===== src/rtl/mgt_pkg.sv =====
package mgt_pkg;

    // Controller states of the throughput evaluator
    typedef enum logic [1:0] {
        ST_IDLE = 2'd0,
        ST_RUN  = 2'd1,
        ST_DONE = 2'd2,
        ST_OVF  = 2'd3
    } mgt_state_e;

endpackage


===== src/rtl/mgt_enable.sv =====
// Decides which transitions may fire in the current step.
module mgt_enable #(
    parameter int NT = 4,
    parameter int NP = 8,
    parameter int CW = 3,
    parameter int TW = 2
) (
    input  logic [NP*CW-1:0] mark,
    input  logic [NP*TW-1:0] dst,
    input  logic [NP-1:0]    used,
    output logic [NT-1:0]    en
);

    for (genvar t = 0; t < NT; t++) begin : g_trans
        always_comb begin
            en[t] = 1'b1;
            for (int p = 0; p < NP; p++) begin
                if (used[p] && (dst[p*TW +: TW] == TW'(t)) &&
                    (mark[p*CW +: CW] == '0)) begin
                    en[t] = 1'b0;
                end
            end
        end
    end

endmodule


===== src/rtl/mgt_update.sv =====
// Computes the marking after all enabled transitions fire together.
module mgt_update #(
    parameter int NT = 4,
    parameter int NP = 8,
    parameter int CW = 3,
    parameter int TW = 2
) (
    input  logic [NP*CW-1:0] mark,
    input  logic [NP*TW-1:0] src,
    input  logic [NP*TW-1:0] dst,
    input  logic [NP-1:0]    used,
    input  logic [NT-1:0]    fire,
    output logic [NP*CW-1:0] mark_nx
);

    for (genvar p = 0; p < NP; p++) begin : g_place
        logic gain;
        logic lose;
        always_comb begin
            gain = used[p] && fire[src[p*TW +: TW]];
            lose = used[p] && fire[dst[p*TW +: TW]];
            mark_nx[p*CW +: CW] = mark[p*CW +: CW] + CW'(gain) - CW'(lose);
        end
    end

endmodule


===== src/rtl/mgt_history.sv =====
// Stores visited markings with cumulative firing counts and finds repeats.
module mgt_history #(
    parameter int NP = 8,
    parameter int NT = 4,
    parameter int CW = 3,
    parameter int HD = 16,
    parameter int LW = 5
) (
    input  logic                clk,
    input  logic                wr_en,
    input  logic [LW-1:0]       wr_idx,
    input  logic [NP*CW-1:0]    wr_mark,
    input  logic [NT*LW-1:0]    wr_cum,
    input  logic [LW-1:0]       fill,
    input  logic [NP*CW-1:0]    query,
    output logic                hit,
    output logic [LW-1:0]       hit_idx,
    output logic [NT*LW-1:0]    hit_cum
);

    logic [NP*CW-1:0] mark_mem [HD];
    logic [NT*LW-1:0] cum_mem  [HD];

    always_ff @(posedge clk) begin
        if (wr_en) begin
            mark_mem[wr_idx] <= wr_mark;
            cum_mem[wr_idx]  <= wr_cum;
        end
    end

    // Lowest matching index wins; entries at or above fill are stale.
    always_comb begin
        hit     = 1'b0;
        hit_idx = '0;
        hit_cum = '0;
        for (int i = HD - 1; i >= 0; i--) begin
            if ((LW'(i) < fill) && (mark_mem[i] == query)) begin
                hit     = 1'b1;
                hit_idx = LW'(i);
                hit_cum = cum_mem[i];
            end
        end
    end

endmodule


===== src/rtl/mgt_tput_eval.sv =====
// Slow-trigger worst-case throughput evaluator for a small marked graph.
module mgt_tput_eval #(
    parameter int NT = 4,
    parameter int NP = 8,
    parameter int CW = 3,
    parameter int HD = 16,
    localparam int TW = (NT > 1) ? $clog2(NT) : 1,
    localparam int LW = $clog2(HD + 1)
) (
    input  logic             clk,
    input  logic             rst_n,
    input  logic             start,
    input  logic [NP*TW-1:0] cfg_src,
    input  logic [NP*TW-1:0] cfg_dst,
    input  logic [NP*CW-1:0] cfg_init,
    input  logic [NP-1:0]    cfg_used,
    output logic             busy,
    output logic             done,
    output logic             overflow,
    output logic [LW-1:0]    loop_len,
    output logic [NT*LW-1:0] fire_cnt
);
    import mgt_pkg::*;

    localparam int MW = NP * CW;
    localparam int FW = NT * LW;

    mgt_state_e state_q, state_nx;

    logic [NP*TW-1:0] src_q, dst_q;
    logic [NP-1:0]    used_q;
    logic [MW-1:0]    mark_q, mark_nx, init_masked;
    logic [FW-1:0]    cum_q, cum_nx, hit_cum, span_cnt;
    logic [LW-1:0]    fill_q, hit_idx, len_q;
    logic [FW-1:0]    fcnt_q;
    logic [NT-1:0]    fire;
    logic             hit, full, accept, running;
    logic             hist_wr;
    logic [LW-1:0]    hist_idx;
    logic [MW-1:0]    hist_mark;
    logic [FW-1:0]    hist_cum;

    assign running = (state_q == ST_RUN);
    assign accept  = start && !running;
    assign full    = (fill_q == LW'(HD));

    for (genvar p = 0; p < NP; p++) begin : g_init
        assign init_masked[p*CW +: CW] = cfg_used[p] ? cfg_init[p*CW +: CW] : '0;
    end

    for (genvar t = 0; t < NT; t++) begin : g_cnt
        assign cum_nx[t*LW +: LW]   = cum_q[t*LW +: LW] + LW'(fire[t]);
        assign span_cnt[t*LW +: LW] = cum_nx[t*LW +: LW] - hit_cum[t*LW +: LW];
    end

    mgt_enable #(.NT(NT), .NP(NP), .CW(CW), .TW(TW)) u_enable (
        .mark (mark_q),
        .dst  (dst_q),
        .used (used_q),
        .en   (fire)
    );

    mgt_update #(.NT(NT), .NP(NP), .CW(CW), .TW(TW)) u_update (
        .mark    (mark_q),
        .src     (src_q),
        .dst     (dst_q),
        .used    (used_q),
        .fire    (fire),
        .mark_nx (mark_nx)
    );

    always_comb begin
        hist_wr   = accept || (running && !hit && !full);
        hist_idx  = accept ? '0 : fill_q;
        hist_mark = accept ? init_masked : mark_nx;
        hist_cum  = accept ? '0 : cum_nx;
    end

    mgt_history #(.NP(NP), .NT(NT), .CW(CW), .HD(HD), .LW(LW)) u_hist (
        .clk     (clk),
        .wr_en   (hist_wr),
        .wr_idx  (hist_idx),
        .wr_mark (hist_mark),
        .wr_cum  (hist_cum),
        .fill    (fill_q),
        .query   (mark_nx),
        .hit     (hit),
        .hit_idx (hit_idx),
        .hit_cum (hit_cum)
    );

    // Next-state logic
    always_comb begin
        state_nx = state_q;
        unique case (state_q)
            ST_IDLE, ST_DONE, ST_OVF: if (accept) state_nx = ST_RUN;
            ST_RUN: begin
                if (hit)       state_nx = ST_DONE;
                else if (full) state_nx = ST_OVF;
            end
            default: state_nx = ST_IDLE;
        endcase
    end

    // State register
    always_ff @(posedge clk) begin
        if (!rst_n) state_q <= ST_IDLE;
        else        state_q <= state_nx;
    end

    // Datapath registers
    always_ff @(posedge clk) begin
        if (!rst_n) begin
            src_q  <= '0;
            dst_q  <= '0;
            used_q <= '0;
            mark_q <= '0;
            cum_q  <= '0;
            fill_q <= '0;
            len_q  <= '0;
            fcnt_q <= '0;
        end else if (accept) begin
            src_q  <= cfg_src;
            dst_q  <= cfg_dst;
            used_q <= cfg_used;
            mark_q <= init_masked;
            cum_q  <= '0;
            fill_q <= LW'(1);
            len_q  <= '0;
            fcnt_q <= '0;
        end else if (running) begin
            mark_q <= mark_nx;
            cum_q  <= cum_nx;
            if (hit) begin
                len_q  <= fill_q - hit_idx;
                fcnt_q <= span_cnt;
            end else if (!full) begin
                fill_q <= fill_q + LW'(1);
            end
        end
    end

    // Outputs
    always_comb begin
        busy     = 1'b0;
        done     = 1'b0;
        overflow = 1'b0;
        unique case (state_q)
            ST_IDLE: ;
            ST_RUN:  busy = 1'b1;
            ST_DONE: done = 1'b1;
            ST_OVF: begin
                done     = 1'b1;
                overflow = 1'b1;
            end
            default: ;
        endcase
        loop_len = len_q;
        fire_cnt = fcnt_q;
    end

endmodule


===== config.mk =====
export PLATFORM = sky130hd
export DESIGN_NAME = mgt_tput_eval
export DESIGN_NICKNAME = d
export VERILOG_FILES = /design/src/rtl/mgt_pkg.sv /design/src/rtl/mgt_enable.sv /design/src/rtl/mgt_update.sv /design/src/rtl/mgt_history.sv /design/src/rtl/mgt_tput_eval.sv
export SDC_FILE = /design/constraint.sdc
export NUM_CORES = 1
export LEC_CHECK = 0
export ABC_AREA = 1
export BUFFER_PORTS_ARGS = -buffer_cell sky130_fd_sc_hd__buf_2
export CORE_ASPECT_RATIO = 0.7
export CORE_UTILIZATION = 34
export DETAILED_ROUTE_END_ITERATION = 16
export PLACE_DENSITY = 0.51
export SLEW_MARGIN = 10
export SYNTH_ARGS = -nofsm -noshare
export SYNTH_HDL_FRONTEND = slang
export SYNTH_HIERARCHICAL = 1
export SYNTH_SLANG_ARGS = --single-unit
export TNS_END_PERCENT = 30

===== constraint.sdc =====
create_clock -name clk -period 9.3 [get_ports clk]
set_clock_uncertainty 0.15 [all_clocks]
set_input_delay 0.93 -clock clk [delete_from_list [all_inputs] [get_ports clk]]
set_output_delay 0.93 -clock clk [all_outputs]
set_load 0.1 [all_outputs]

==> flow_summary_export.csv <==
group,metric,value,unit
die,rows,102,
yosys,avgSynthCellArea,10.2,µm²
sta,final-max-slew-violation-count,0,
placement,portBuffers,94,
sta,finalHoldViolCount,0,
yosys,synth_area,0.0385,mm²
detailed_routing,wl_per_cell,22.6,µm
final_layout,final_core_util,0.392,
power,clkPwrFrac,0.341,
global_route,gr-usage-all-layers,0.214,
power,switching_share,0.318,
placement,dp.cells,5358,
clock_tree,ctsResizeCount,0,
die,die-area,0.115,mm²
final_layout,synthToLayoutAreaGrowth,13.6,%
sta,worst_slew_pin_slew,1.28,ns
yosys,syn_nets,3910,
setup_path,cpPeakStageDelay,0.85,ns
final_layout,drive_gt1_frac,0.130,
sta,holdWs,0.327,ns
clock_tree,cts_tree,"yes",
power,p_comb_frac,0.221,
sta,worst_slack,0.964,ns
die,die_w,404,µm
die,start_util,0.345,
sta,setup_viol,0,
clock_tree,clock_latency,0.67,ns
sta,period_needed,8.34,ns
setup_path,crit_type,"reg2reg",
power,ir_drop,122,µV
clock_tree,htreeDepth,3,
setup_path,start_kind,"register",
setup_path,cp-end-kind,"register",
power,p_per_area,226,mW/mm²
power,power.switching,3140,µW
final_layout,fin_cells,5518,
yosys,netlist_instances,3784,
sta,finalCritPeriodShare,0.896,
status,status,"completed",
die,ios,95,
detailed_routing,drt-initial-drc-count,3312,
setup_path,cp_top_family,"simple AND/OR/NAND/NOR gates",
hold_path,min_path_type,"reg2reg",
power,p_leak,0.0171,µW
power,pwr-share-seq,0.438,
detailed_routing,finalWirelength,125000,µm
die,chipHeight,283,µm
clock_tree,cts_hold_buf,0,
sta,max_freq,120,MHz
die,core_area,0.111,mm²
setup_path,critPathBufInv,6,
detailed_routing,drt_drc_violations_left,0,
global_route,overflow,0,
final_layout,n_fill_cell,10900,
placement,pre_cts_ws,1.10,ns
clock_tree,root_buffer,"clkbuf_16",
setup_path,path_max_fanout,32,
setup_path,cpMaxStageDelayCell,"nor2_4",
setup_path,worst-endpoint-arrival,8.54,ns
detailed_routing,num_vias,27700,
detailed_routing,firstDrtPassIters,6,
setup_path,cp_data_required_time,9.51,ns
global_route,grt_pass1_wl,178000,µm
clock_tree,clock-sinks,820,
clock_tree,clk_pin_slew,0.06,ns
final_layout,layout.nets,4064,
yosys,yosysWarnings,6,
setup_path,crit_top_cell,"nand2_1",
global_route,grt_max_degree,67,
sta,rsz0062_at_grt,"false",
power,p_int,6740,µW
placement,gp_congestion,0.879,
clock_tree,cts_max_path_buffers,3,
clock_tree,cts_made_buffers,86,
detailed_routing,viasPerCell,5.02,
global_route,antenna_found_initial,9,
placement,dp_hpwl,84600,µm
run,maxCapViolCount,0,
clock_tree,post_cts_buffers,0,
detailed_routing,ant_nets,0,
sta,fin_tns_setup,0,ns
global_route,first_global_vias,24900,
sta,maxSlewHeadroom,0.143,
## routing by layer
layer | share of wire | wire length, µm | vias to the layer above | track usage
li1 | - | - | 13000 | -
met1 | 0.50 | 62100 | 13400 | 0.346
met2 | 0.38 | 47100 | 1207 | 0.275
met3 | 0.11 | 13100 | 148 | 0.0614
met4 | 0.018 | 2220 | 0 | 0.0423
met5 | 0 | 0 | - | 0
## per-stage QoR
step | area, µm² | total power, µW
global route | 43700 | 10200
floorplan | 38500 | 5600
detailed placement | 41000 | 6520
global placement | 41000 | 6510
CTS | 43700 | 9880
finish | 43700 | 9880
## worst paths after layout
path / start / to / slack (ns) / cells past startpoint
setup / recovery: mark_q[13]$_SDFFE_PN0P_ / u_hist/mark_mem[1][0]$_DFFE_PP_ / 0.96 / 33
hold / removal: cum_q[15]$_SDFFE_PP0P_ / cum_q[15]$_SDFFE_PP0P_ / 0.33 / 2
setup reg to reg: mark_q[13]$_SDFFE_PN0P_ / u_hist/mark_mem[1][0]$_DFFE_PP_ / 0.96 / 33
hold reg to reg: cum_q[15]$_SDFFE_PP0P_ / cum_q[15]$_SDFFE_PP0P_ / 0.33 / 2
## cell type report
type | count | area (µm²) | area share
Antenna cell | 1 | 2.50 | 0.0000572
Clock buffer | 118 | 2420 | 0.0554
Clock inverter | 41 | 283 | 0.00647
Inverter | 310 | 1170 | 0.0267
Multi-Input combinational cell | 2497 | 12900 | 0.296
Sequential cell | 820 | 23500 | 0.537
Tap cell | 1508 | 1890 | 0.0432
Timing Repair Buffer | 223 | 1560 | 0.0358
## state kept, by name, summed over array words and instances, names as in the netlist
name and cells:
u_hist/mark_mem 384, u_hist/cum_mem 320, mark_q 24, cum_q 20, fire_cnt 20, dst_q 16, src_q 16, used_q 8
fill_q 5, loop_len 5, state_q 2
## worst register-to-register path: cells and delay by family (launching register included)
kind            cells  cell delay (ns)
compound gates      1             0.21
buf+inv             6             1.76
fa+ha+maj           3             0.94
xor+xnor            1             0.10
simple gates       22             4.44
flops               1             0.43
## placed cells by master (no fill, tap or decap), types with 12 or more instances in the layout
master / n
nand2_1: 1008
edfxtp_1: 704
nor2_1: 411
inv_1: 244
nand3_1: 174
xnor2_1: 146
a21oi_1: 146
buf_4: 119
dfxtp_1: 116
o21ai_0: 106
buf_2: 94
clkbuf_16: 89
xor2_1: 85
inv_2: 64
ha_1: 46
nand4_1: 36
nor3_1: 32
o22ai_1: 31
o21bai_1: 27
or2_2: 26
o21ai_1: 22
a221oi_1: 21
nor2_4: 20
clkbuf_1: 20
clkinv_1: 19
nand2_2: 16
nor2_2: 15
o21a_1: 15
clkinv_2: 15
fa_1: 13
or2_1: 13
a21oi_2: 12
nor4_1: 12
## power by group through the flow
| stage | Combinational [µW] | Clock, µW | Sequential (µW) |
|---|---|---|---|
| floorplan | 1210 | 0 | 4380 |
| global placement | 2110 | 0 | 4400 |
| detailed placement | 2120 | 0 | 4400 |
| CTS | 2130 | 3430 | 4320 |
| global route | 2280 | 3570 | 4340 |
| finish | 2180 | 3370 | 4320 |
No activity file was read; power rests on OpenSTA's default activity.
